$ cat src/rtl/dctc_pkg.sv
package dctc_pkg;
  localparam int SF_W     = 2;                  // width of a size code
  localparam int N_SF     = 1 << SF_W;          // number of size codes
  localparam int MAX_LOG  = N_SF - 1;           // log2 of the largest dimension
  localparam int MAX_DIM  = 1 << MAX_LOG;       // largest dimension (8)
  localparam int CNT_W    = MAX_LOG + 1;        // width of counts and lengths
  localparam int N_SUB    = N_SF * N_SF;        // sub-sampled shapes
  localparam int N_SCL    = N_SF - 1;           // scaled row counts
  localparam int N_FLAGS  = 1 + N_SUB + N_SCL;  // condition vector width
  localparam int SUB_BASE = 1;
  localparam int SCL_BASE = N_SUB;              // scaled bit = SCL_BASE + vsize

  typedef logic [SF_W-1:0]    sf_t;
  typedef logic [CNT_W-1:0]   cnt_t;
  typedef logic [N_FLAGS-1:0] flags_t;

  typedef enum logic {XF_FWD = 1'b0, XF_INV = 1'b1} xf_mode_e;

  typedef struct packed {
    logic   err;
    flags_t flags;
    cnt_t   row_passes;
    cnt_t   col_passes;
    cnt_t   row_len;
    cnt_t   col_len;
  } ctl_word_t;

  function automatic cnt_t sf_dim(input sf_t code);
    return cnt_t'(MAX_DIM >> code);
  endfunction
endpackage

$ cat src/rtl/dctc_legal.sv
module dctc_legal
  import dctc_pkg::*;
(
  input  logic xf_inv,
  input  logic scaled,
  input  cnt_t row_count,
  input  sf_t  hsize,
  input  sf_t  vsize,
  output logic fwd_ok,
  output logic sub_ok,
  output logic scl_ok
);
  xf_mode_e mode;
  logic     rows_match;
  logic     full_h;
  logic     full_v;

  always_comb begin
    mode       = xf_mode_e'(xf_inv);
    rows_match = (row_count == sf_dim(vsize));
    full_h     = (hsize == '0);
    full_v     = (vsize == '0);
    fwd_ok     = (mode == XF_FWD) && !scaled && full_h && full_v && rows_match;
    sub_ok     = (mode == XF_INV) && !scaled && rows_match;
    scl_ok     = (mode == XF_INV) && scaled && full_h && !full_v && rows_match;
  end
endmodule

$ cat src/rtl/dctc_flag_gen.sv
module dctc_flag_gen
  import dctc_pkg::*;
(
  input  logic   fwd_ok,
  input  logic   sub_ok,
  input  logic   scl_ok,
  input  sf_t    hsize,
  input  sf_t    vsize,
  output flags_t flags
);
  assign flags[0] = fwd_ok;

  for (genvar h = 0; h < N_SF; h++) begin : g_h
    for (genvar v = 0; v < N_SF; v++) begin : g_v
      assign flags[SUB_BASE + h*N_SF + v] =
        sub_ok && (hsize == sf_t'(h)) && (vsize == sf_t'(v));
    end
  end

  for (genvar k = 1; k < N_SF; k++) begin : g_scl
    assign flags[SCL_BASE + k] = scl_ok && (vsize == sf_t'(k));
  end
endmodule

$ cat src/rtl/dctc_geom.sv
module dctc_geom
  import dctc_pkg::*;
(
  input  logic fwd_ok,
  input  logic sub_ok,
  input  logic scl_ok,
  input  sf_t  hsize,
  input  sf_t  vsize,
  output cnt_t row_passes,
  output cnt_t col_passes,
  output cnt_t row_len,
  output cnt_t col_len
);
  cnt_t w_dim;
  cnt_t h_dim;

  always_comb begin
    w_dim      = sf_dim(hsize);
    h_dim      = sf_dim(vsize);
    row_passes = '0;
    col_passes = '0;
    row_len    = '0;
    col_len    = '0;
    if (fwd_ok) begin
      row_passes = cnt_t'(MAX_DIM);
      col_passes = cnt_t'(MAX_DIM);
      row_len    = cnt_t'(MAX_DIM);
      col_len    = cnt_t'(MAX_DIM);
    end else if (sub_ok) begin
      row_passes = h_dim;
      col_passes = w_dim;
      row_len    = w_dim;
      col_len    = h_dim;
    end else if (scl_ok) begin
      row_passes = h_dim;
      col_passes = cnt_t'(MAX_DIM);
      row_len    = cnt_t'(MAX_DIM);
      col_len    = cnt_t'(MAX_DIM);
    end
  end
endmodule

$ cat src/rtl/dctc_cond_decoder.sv
module dctc_cond_decoder
  import dctc_pkg::*;
(
  input  logic                 clk,
  input  logic                 rst,
  input  logic                 in_valid,
  input  logic                 scaled,
  input  logic                 inv_mode,
  input  logic [CNT_W-1:0]     row_count,
  input  logic [SF_W-1:0]      hsize,
  input  logic [SF_W-1:0]      vsize,
  output logic [N_FLAGS-1:0]   cond_flags,
  output logic                 err,
  output logic [CNT_W-1:0]     row_passes,
  output logic [CNT_W-1:0]     col_passes,
  output logic [CNT_W-1:0]     row_len,
  output logic [CNT_W-1:0]     col_len
);
  logic      fwd_ok, sub_ok, scl_ok;
  ctl_word_t ctl_d, ctl_q;

  dctc_legal u_legal (
    .xf_inv    (inv_mode),
    .scaled    (scaled),
    .row_count (row_count),
    .hsize     (hsize),
    .vsize     (vsize),
    .fwd_ok    (fwd_ok),
    .sub_ok    (sub_ok),
    .scl_ok    (scl_ok)
  );

  dctc_flag_gen u_flags (
    .fwd_ok (fwd_ok),
    .sub_ok (sub_ok),
    .scl_ok (scl_ok),
    .hsize  (hsize),
    .vsize  (vsize),
    .flags  (ctl_d.flags)
  );

  dctc_geom u_geom (
    .fwd_ok     (fwd_ok),
    .sub_ok     (sub_ok),
    .scl_ok     (scl_ok),
    .hsize      (hsize),
    .vsize      (vsize),
    .row_passes (ctl_d.row_passes),
    .col_passes (ctl_d.col_passes),
    .row_len    (ctl_d.row_len),
    .col_len    (ctl_d.col_len)
  );

  assign ctl_d.err = !(fwd_ok || sub_ok || scl_ok);

  always_ff @(posedge clk) begin
    if (rst)           ctl_q <= '0;
    else if (in_valid) ctl_q <= ctl_d;
  end

  assign cond_flags = ctl_q.flags;
  assign err        = ctl_q.err;
  assign row_passes = ctl_q.row_passes;
  assign col_passes = ctl_q.col_passes;
  assign row_len    = ctl_q.row_len;
  assign col_len    = ctl_q.col_len;
endmodule

$ cat config.mk
export PLATFORM = sky130hd
export DESIGN_NAME = dctc_cond_decoder
export DESIGN_NICKNAME = d
export VERILOG_FILES = /design/src/rtl/dctc_pkg.sv /design/src/rtl/dctc_legal.sv /design/src/rtl/dctc_flag_gen.sv /design/src/rtl/dctc_geom.sv /design/src/rtl/dctc_cond_decoder.sv
export SDC_FILE = /design/constraint.sdc
export NUM_CORES = 1
export LEC_CHECK = 0
export ABC_CLOCK_PERIOD_IN_PS = 4000
export BUFFER_PORTS_ARGS = -buffer_cell sky130_fd_sc_hd__buf_4
export CAP_MARGIN = 20
export CORE_ASPECT_RATIO = 0.6
export CORE_MARGIN = 1
export CORE_UTILIZATION = 52
export DETAILED_ROUTE_END_ITERATION = 8
export PLACE_DENSITY = 0.83
export SLEW_MARGIN = 20
export SYNTH_ARGS = -nofsm -noshare
export SYNTH_HDL_FRONTEND = slang
export SYNTH_SLANG_ARGS = --single-unit
$ cat constraint.sdc
create_clock -name clk -period 4 [get_ports clk]
set_input_delay 0.8 -clock clk [delete_from_list [all_inputs] [get_ports clk]]
set_output_delay 0.8 -clock clk [all_outputs]
set_load 0.02 [all_outputs]
After elaboration in Yosys (flattened, before gate mapping):

Index checks and enable logic that the tools add are counted.

* reductions and logical operators: 40
* shifts and indexed selects: 2
* equal/unequal tests: 7
* bitwise gates (word level): 1
* multiplexer cells: 8

Operators by type and width (number)
* logical AND 1 bit: 33
* 2-to-1 mux 4 bit: 8
* equality test 2 bit, second input constant: 4
* >> shifter 4 x 2 -> 4 bit, first input constant: 2
* equality test 2 x 1 -> 1 bit, second input constant: 2
* equality test 4 bit: 1
* logical NOT 2 bit: 2
* logical NOT 1 bit: 3
* logical OR 1 bit: 2
* NOT 1 bit: 1

* input port bits: 13
* logic and storage cells: 63
* register bits: 33

Longest topological paths before layout:

Gate-level depths: netlist of the first run.

* word-level depth: 8
* mapped depth: 7

Hierarchy:

A second synthesis of the first run with hierarchy kept.

* cell total of the unflattened synthesis: 188
* area total of the unflattened synthesis: 1759.2 um^2

Modules (own cells, without submodules)
* dctc_cond_decoder: instances 1, cells an instance 120, area each 1333.8 um^2, sequential area each 740.7 um^2
* dctc_geom: instances 1, cells an instance 25, area each 165.2 um^2, sequential area each 0.0 um^2
* dctc_flag_gen: instances 1, cells an instance 29, area each 147.6 um^2, sequential area each 0.0 um^2
* dctc_legal: instances 1, cells an instance 14, area each 112.6 um^2, sequential area each 0.0 um^2

Worst setup path before layout of the first run:

No wires, ideal clock.

* path type: input port to flip-flop
* start: input vsize[1]
* end: register ctl_q, in the netlist cond_flags[10]
* data arrival time: 1.968 ns
* slack: 1.914 ns
* buffers on the path: 3
* stages on the path: 7
* path through: buf_4 > nor2_1 > and3_1 > or3_1 > buf_6 > buf_8 > a32o_1

* word-level cells in the longest chain between the ends: 5
* elaborated cells between the ends (all ways): 6
* classes of those cells: 2 x eq/ne; 1 x shift; 3 x reduce/logical

Ends and longest elaborated chain
* start, declared: line dctc_cond_decoder.sv:11 `input logic [SF_W-1:0] vsize,`
* >> shifter 4 x 2 -> 4 bit: line dctc_pkg.sv:29 `return cnt_t'(MAX_DIM >> code);`
* equality test 4 bit: line dctc_legal.sv:20 `rows_match = (row_count == sf_dim(vsize));`
* logical AND 1 bit: line dctc_legal.sv:24 `sub_ok = (mode == XF_INV) && !scaled && rows_match;`
* logical AND 1 bit: line dctc_flag_gen.sv:16 `sub_ok && (hsize == sf_t'(h)) && (vsize == sf_t'(v));`
* logical AND 1 bit (*): line dctc_flag_gen.sv:16
* end signal, assigned: line dctc_cond_decoder.sv:58 `else if (in_valid) ctl_q <= ctl_d;`
* end, declared: line dctc_cond_decoder.sv:20 `ctl_word_t ctl_d, ctl_q;`

Mark *: on every way between the ends. The rest lies on a longest branch, timed or not.
A chain may end at the register's enable or synchronous reset.

Final worst setup path of the first run:

* start: input vsize[0]
* end: register ctl_q, in the netlist err

* word-level cells in the longest chain between the ends: 6
* elaborated cells between the ends (all ways): 12
* classes of those cells: 1 x eq/ne; 1 x shift; 10 x reduce/logical

Ends and longest elaborated chain
* >> shifter 4 x 2 -> 4 bit / logical NOT 2 bit (equally long branches): line dctc_pkg.sv:29, dctc_legal.sv:22
* equality test 4 bit, or another cell as far along: line dctc_legal.sv:20
* logical AND 1 bit, on equally long branches: line dctc_legal.sv:23, dctc_legal.sv:24, dctc_legal.sv:25
* logical OR 1 bit / logical AND 1 bit (equally long branches): line dctc_cond_decoder.sv:54, dctc_legal.sv:25
* logical OR 1 bit (*): line dctc_cond_decoder.sv:54 `assign ctl_d.err = !(fwd_ok || sub_ok || scl_ok);`
* logical NOT 1 bit (*): line dctc_cond_decoder.sv:54

Marks and branches as above.

==> impl_results.md, run 1 <==
* Peak VDD IR at 0.264 mV
* Resize count post-CTS at 0
* Post-CTS Setup Repair Bufs at 0
* Die width at 68.9 µm
* Vias in the first global route at 1180
* Final setup TNS at 0 ps
* Worst hold slack at 468 ps
* Max Clock Freq at 0.397 GHz
* Row count at 14
* Hold Path Class: reg2reg
* Post-DR vias/cell at 6.29
* Post-Synth Adder-Cell Area at 0%
* Filler instances at 194
* Fraction of registers with async set/reset at 0%
* Fin. max-slew vios at 0
* Total track usage at 28.2%
* First-pass GRT wire length at 5820 µm
* Synth cell count leaders: dfxtp_1 (33), a32o_1 (21), nand2_1 (10), nor3_1 (10), nor2_1 (7)
* Routed Antenna Nets at 0
* Final nets at 194
* Clock sinks at 33
* Gp weighted congestion at 0.804
* Initial Util at 55.4%
* Largest family of logic cells by synthesized area: compound AO/OA/AOI/OAI gates
* Critical path endpoint category: flip-flop
* Critical path arrival at 2640 ps
* H-tree depth at 2
* Initial antenna violation count at 0
* Most frequent cell after synthesis: dfxtp_1
* Period utilization at 63.0%
* Sequential share of the synthesized area at 47.3%
* Port bufs at 49
* Minimum clock period at 2520 ps
* FF-to-FF End: col_len[3]$_SDFFE_PP0P_
* Layout area overhead at 30.9%
* Reg area at 661 µm²
* Worst Setup Path Type: in2reg
* Mux contribution to synthesized area at 0%
* Root Driver: clkbuf_8
* Clk_skew at 0 ps
* Static Leak at 0.776 nW
* Layout cells sized above 1 at 33.5%
* Post-Syn Nets at 150
* Ports at 50
* Hold_buf cts at 0
* WP data required at 4130 ps
* Number of enable flip-flop cells after synthesis at 0
* Crit Path Max Fanout at 28
* Core area at 2520 µm²
* Startpoint types: input port
* CTS clock-pin slew for the worst setup and hold paths at 60 ps
* Critical Path End: err$_SDFFE_PP0P_
* GRT Residual Overflow at 0
* CTS tree: yes
* Crit path from: vsize[0]
* Die Height at 42.2 µm
* Max_cap viols at 0
* Worst-Skew Late Latency at 280 ps
* Slew HR at 39.3%
* R2R depth at 2
* Final hold vios at 0
* Vias at 1346
* Share of the synthesized area in the top cell type at 47.3%
* Slew @ Worst Pin at 910 ps
* Compound-Gate Fraction of Synth Area at 27.7%
* Simple-gate area share of the yosys netlist at 16.8%
* Cells after synthesis at 137
* FF+latch count, synth at 33
* Final wirelength at 3720 µm
* Largest net degree at the start of global routing at 29
* Footprint of the multi-input gates at 622 µm²
* Yosys cell types at 35
* Count of final setup violators at 0
* Maximum root-to-sink buffer count at 2
* PwrDens at 385 nW/µm²
* Synth area leaders: dfxtp_1 (47%), a32o_1 (15%), nor3_1 (3.6%), buf_4 (2.7%), nand2_1 (2.7%)
* Reg2reg start: col_len[3]$_SDFFE_PP0P_
* Iteration-0 DRC Markers at 122
* Run status: finished clean
* Antenna cell count at 0
* Drc violations at 0
* CTS Buf Count at 5
* Warnings, synthesis at 0
* Post-synthesis xor/xnor area fraction at 0%
* Hpwl dp at 2660 µm
* Syn Area/Cell at 10.2 µm²
* Post-synth top area cell: dfxtp_1
* Post-Synthesis Cell Area at 1400 µm²
* 1st-pass router iterations at 4
* Die area at 2910 µm²
* R2R setup slack at 3230 ps
* Per-cell routed wire length at 17.4 µm
* Synth Flop Type: dfxtp_1
* RSZ-0062 raised after global routing: no
[flip-flops by register name (all words and copies together), names as in the netlist]
signal,cells
col_len,4
cond_flags,20
err,1
row_len,4
row_passes,4
[cell type report]
class	count	area share, %
well taps	32	2.19
flip-flops and latches	33	36.1
inverters	4	0.821
clock buffers	7	4.72
clock inverters	1	1.64
multi-input cells	87	34.0
repair buffers	50	20.5
[cell families after synthesis]
group,after synthesis
buffers and inverters,17
flip-flops,33
AO/OA/AOI/OAI,42
AND/OR/NAND/NOR,45
[routing by layer]
metal	GRT usage (%)	routed length (µm)	vias up
li1	-	-	621
met1	38.9	1630	636
met2	41.2	1640	81
met3	7.07	361	8
met4	12.7	79	0
met5	0	0	-
[worst max-delay path, stage by stage]
cell and delay (ps):
buf_4 160, or3b_4 410, a2111oi_4 310, or3_1 760
a311oi_1 190
[worst min-delay path by stage]
| stage | to | cells past startpoint | slack (ps) | start |
|---|---|---|---|---|
| floorplan | cond_flags[15]$_SDFFE_PP0P_ | 2 | 530 | cond_flags[15]$_SDFFE_PP0P_ |
| global placement | cond_flags[14]$_SDFFE_PP0P_ | 1 | 450 | cond_flags[14]$_SDFFE_PP0P_ |
| detailed placement | row_passes[0]$_SDFFE_PP0P_ | 1 | 460 | row_passes[0]$_SDFFE_PP0P_ |
| CTS | row_passes[0]$_SDFFE_PP0P_ | 1 | 470 | row_passes[0]$_SDFFE_PP0P_ |
| global route | cond_flags[13]$_SDFFE_PP0P_ | 2 | 500 | cond_flags[13]$_SDFFE_PP0P_ |
| finish | row_passes[0]$_SDFFE_PP0P_ | 1 | 470 | row_passes[0]$_SDFFE_PP0P_ |
[through the flow]
stage | std cells | util [%] | power, W | setup slack (ps) | cell area, µm²
final | 214 | 72.5 | 0.000704 | 1480 | 1830
after floorplan | 137 | - | 0.000371 | 1910 | 1400
after detailed placement | 206 | 67.9 | 0.000391 | 1220 | 1710
after global placement | 206 | 67.9 | 0.000389 | 1270 | 1710
after CTS | 214 | 72.5 | 0.000708 | 1490 | 1830
after global routing | 214 | 72.5 | 0.000727 | 1350 | 1830
[cell usage in the layout (no fill, tap or decap), types with 2 or more instances in the layout]
cell type and n:
nor2_1 7, o21ai_0 4, nand3b_1 2, a31o_1 2
a21oi_1 3, dfxtp_1 33, a22o_1 3, and2_1 2
clkbuf_8 6, a32o_1 21, nand2_1 10, inv_1 3
nor4_1 2, nor3_1 10, buf_4 50, and3_1 5
nor3b_1 2
[report_power, final]
| group | total [W] | leakage (nW) | internal [W] | switching [W] |
|---|---|---|---|---|
| logic | 0.0000551 | 0.452 | 0.0000187 | 0.0000364 |
| registers | 0.000330 | 0.266 | 0.000330 | 0.000000602 |
| clock network | 0.000319 | 0.0585 | 0.000203 | 0.000116 |
| total | 0.000704 | 0.776 | 0.000551 | 0.000153 |
No activity file was read; power rests on OpenSTA's default activity.
==> run 2, diff against run 1 <==
--- a/config.mk
+++ b/config.mk
@@ -5,14 +5,14 @@
 export SDC_FILE = /design/constraint.sdc
 export NUM_CORES = 1
 export LEC_CHECK = 0
-export ABC_CLOCK_PERIOD_IN_PS = 4000
+export ABC_CLOCK_PERIOD_IN_PS = 2000
 export BUFFER_PORTS_ARGS = -buffer_cell sky130_fd_sc_hd__buf_4
 export CAP_MARGIN = 20
 export CORE_ASPECT_RATIO = 0.6
 export CORE_MARGIN = 1
-export CORE_UTILIZATION = 52
+export CORE_UTILIZATION = 43
 export DETAILED_ROUTE_END_ITERATION = 8
-export PLACE_DENSITY = 0.83
+export PLACE_DENSITY = 0.73
 export SLEW_MARGIN = 20
 export SYNTH_ARGS = -nofsm -noshare
 export SYNTH_HDL_FRONTEND = slang
==> constraint.sdc (replaced) <==
create_clock -name clk -period 2 [get_ports clk]
set_input_delay 0.4 -clock clk [delete_from_list [all_inputs] [get_ports clk]]
set_output_delay 0.4 -clock clk [all_outputs]
set_load 0.02 [all_outputs]
==> impl_results.md, run 2 (same netlist as run 1, synthesis figures left out) <==
* Drc violations at 0 (unchanged)
* Iteration-0 DRC Markers at 87 (-29%)
* Commonest non-fill, non-tap cell in the layout: buf_4
* Max Clock Freq at 0.615 GHz
* R2R setup slack at 1240 ps (-1990 ps)
* Slew @ Worst Pin at 565 ps (-345 ps)
* Most frequent cells in the layout: buf_4 (53), dfxtp_1 (33), a32o_1 (21), nand2_1 (10), nor3_1 (10)
* H-tree depth at 2 (unchanged)
* Count of final setup violators at 0 (unchanged)
* Minimum clock period at 1630 ps
* CTS tree: yes
* Die Height at 46.2 µm (+9.5%)
* Core area at 2980 µm² (+18%)
* Worst-Skew Late Latency at 280 ps (about the same)
* Vias in the first global route at 1195 (+1.3%)
* Top delay family on crit path: simple AND/OR/NAND/NOR gates
* Routed Antenna Nets at 0 (unchanged)
* Resize count post-CTS at 0 (unchanged)
* Clk_skew at 0 ps (unchanged)
* Maximum root-to-sink buffer count at 2 (unchanged)
* WP data required at 2220 ps (-1910 ps)
* Post-CTS Setup Repair Bufs at 0 (unchanged)
* Startpoint types: input port
* Final nets at 198 (+2.1%)
* Worst Setup Path Type: in2reg
* DRT met1 WL at 1680 µm (+2.9%)
* Post-DR vias/cell at 5.87 (-6.6%)
* PwrDens at 704 nW/µm² (+83%)
* Initial Util at 46.8% (-8.6 points)
* Critical path arrival at 1850 ps (-790 ps)
* Largest net degree at the start of global routing at 29 (unchanged)
* Final setup TNS at 0 ps (unchanged)
* Row count at 15 (+1)
* Critical path endpoint category: flip-flop
* Slew HR at 62.0% (+23 points)
* Max FFs per register at 20 (unchanged)
* Run status: finished clean
* Hold Path Class: in2reg
* Total track usage at 22.7% (-5.5 points)
* Gp weighted congestion at 0.845 (+5.1%)
* Max_cap viols at 0 (unchanged)
* Period utilization at 81.3%
* Root Driver: clkbuf_8
* Die width at 75.6 µm (+9.7%)
* Antenna cell count at 0 (unchanged)
* Slowest stage delay, CP at 410 ps (-350 ps)
* 1st-pass router iterations at 4 (unchanged)
* Critical path cell sequence: buf_4 > or3b_4 > a2111oi_4 > or3_1 > buf_12 > a32o_1
* Port bufs at 49 (unchanged)
* RSZ-0062 raised after global routing: no
* Worst hold slack at 372 ps (-95.7 ps)
* Top layer in use: met4
* Ports at 50 (unchanged)
* Met2 WL at 1580 µm (-3.8%)
* CTS Buf Count at 5 (unchanged)
* First-pass GRT wire length at 5620 µm (-3.4%)
* GRT Residual Overflow at 0 (unchanged)
* Tot Pwr at 0.00132 W (+87%)
* Layout area overhead at 33.8%
* Hpwl dp at 2650 µm (-0.34%)
* Fin. max-slew vios at 0 (unchanged)
* Final wirelength at 3550 µm (-4.4%)
* Crit Path Max Fanout at 28 (unchanged)
* Initial antenna violation count at 0 (unchanged)
* Metal3 WL at 258 µm (-29%)
* Per-cell routed wire length at 15.6 µm (-10%)
* WP buf/inv at 2 (+1)
* Static Leak at 0.796 nW (+2.6%)
* Peak VDD IR at 0.368 mV (+39%)
* Vias at 1339 (-0.52%)
* Hold_buf cts at 0 (unchanged)
* Layout cells sized above 1 at 35.5% (+2.0 points)
* Clock sinks at 33 (unchanged)
* Die area at 3490 µm² (+20%)
* Slowest CP cell: or3b_4
* CTS clock-pin slew for the worst setup and hold paths at 70 ps (about the same)
* Final hold vios at 0 (unchanged)
==> run 2: cell count changes in the layout (fill, tap and decap cells not counted) <==
cell | previous run | this run
clkbuf_1 | 1 | 0
clkbuf_8 | 6 | 7
bufinv_16 | 1 | 0
buf_4 | 50 | 53
buf_12 | 0 | 1
clkinv_2 | 0 | 1
==> run 2: worst reg2reg max path: cells and delay by family, from the launching register on <==
kind	cells	cell delay [ps]
AOI/OAI and AO/OA	1	190
and+or+nand+nor	1	160
DFF	1	300
==> run 2: per-stage QoR <==
step / setup WS, ps / area [µm²] / cells / util (%)
floorplan: 314 / 1400 / 137 / -
global placement: 139 / 1770 / 220 / 59.2
detailed placement: 90.1 / 1770 / 220 / 59.2
CTS: 384 / 1870 / 228 / 62.6
global route: 312 / 1870 / 228 / 62.6
finish: 375 / 1870 / 228 / 62.6
==> run 2: cell type report <==
class,instances,area [µm²]
Sequential cell,33,661
Tap cell,42,52.6
Multi-Input combinational cell,87,622
Clock buffer,7,96.3
Timing Repair Buffer,54,418
Inverter,4,15.0
Clock inverter,1,5.00
Fill cell,251,1110
==> run 2: final timing paths <==
kind,startpoint,endpoint,cells past startpoint
worst min register to register,cond_flags[15]$_SDFFE_PP0P_,cond_flags[15]$_SDFFE_PP0P_,2
worst max register to register,col_len[3]$_SDFFE_PP0P_,col_len[3]$_SDFFE_PP0P_,2
worst max-delay path,vsize[0],cond_flags[5]$_SDFFE_PP0P_,6
worst min-delay path,in_valid,err$_SDFFE_PP0P_,2
==> run 2: power by group <==
part | switching, W | total [W] | internal [W]
clock | 0.000231 | 0.000541 | 0.000311
sequential | 0.00000114 | 0.000660 | 0.000659
combinational | 0.0000725 | 0.000114 | 0.0000418
==> run 2: layer usage <==
metal | GRT usage (%) | vias up
met1 | 30.9 | 652
li1 | - | 622
met2 | 34.3 | 60
met5 | 0 | -
met4 | 9.63 | 0
met3 | 5.91 | 5
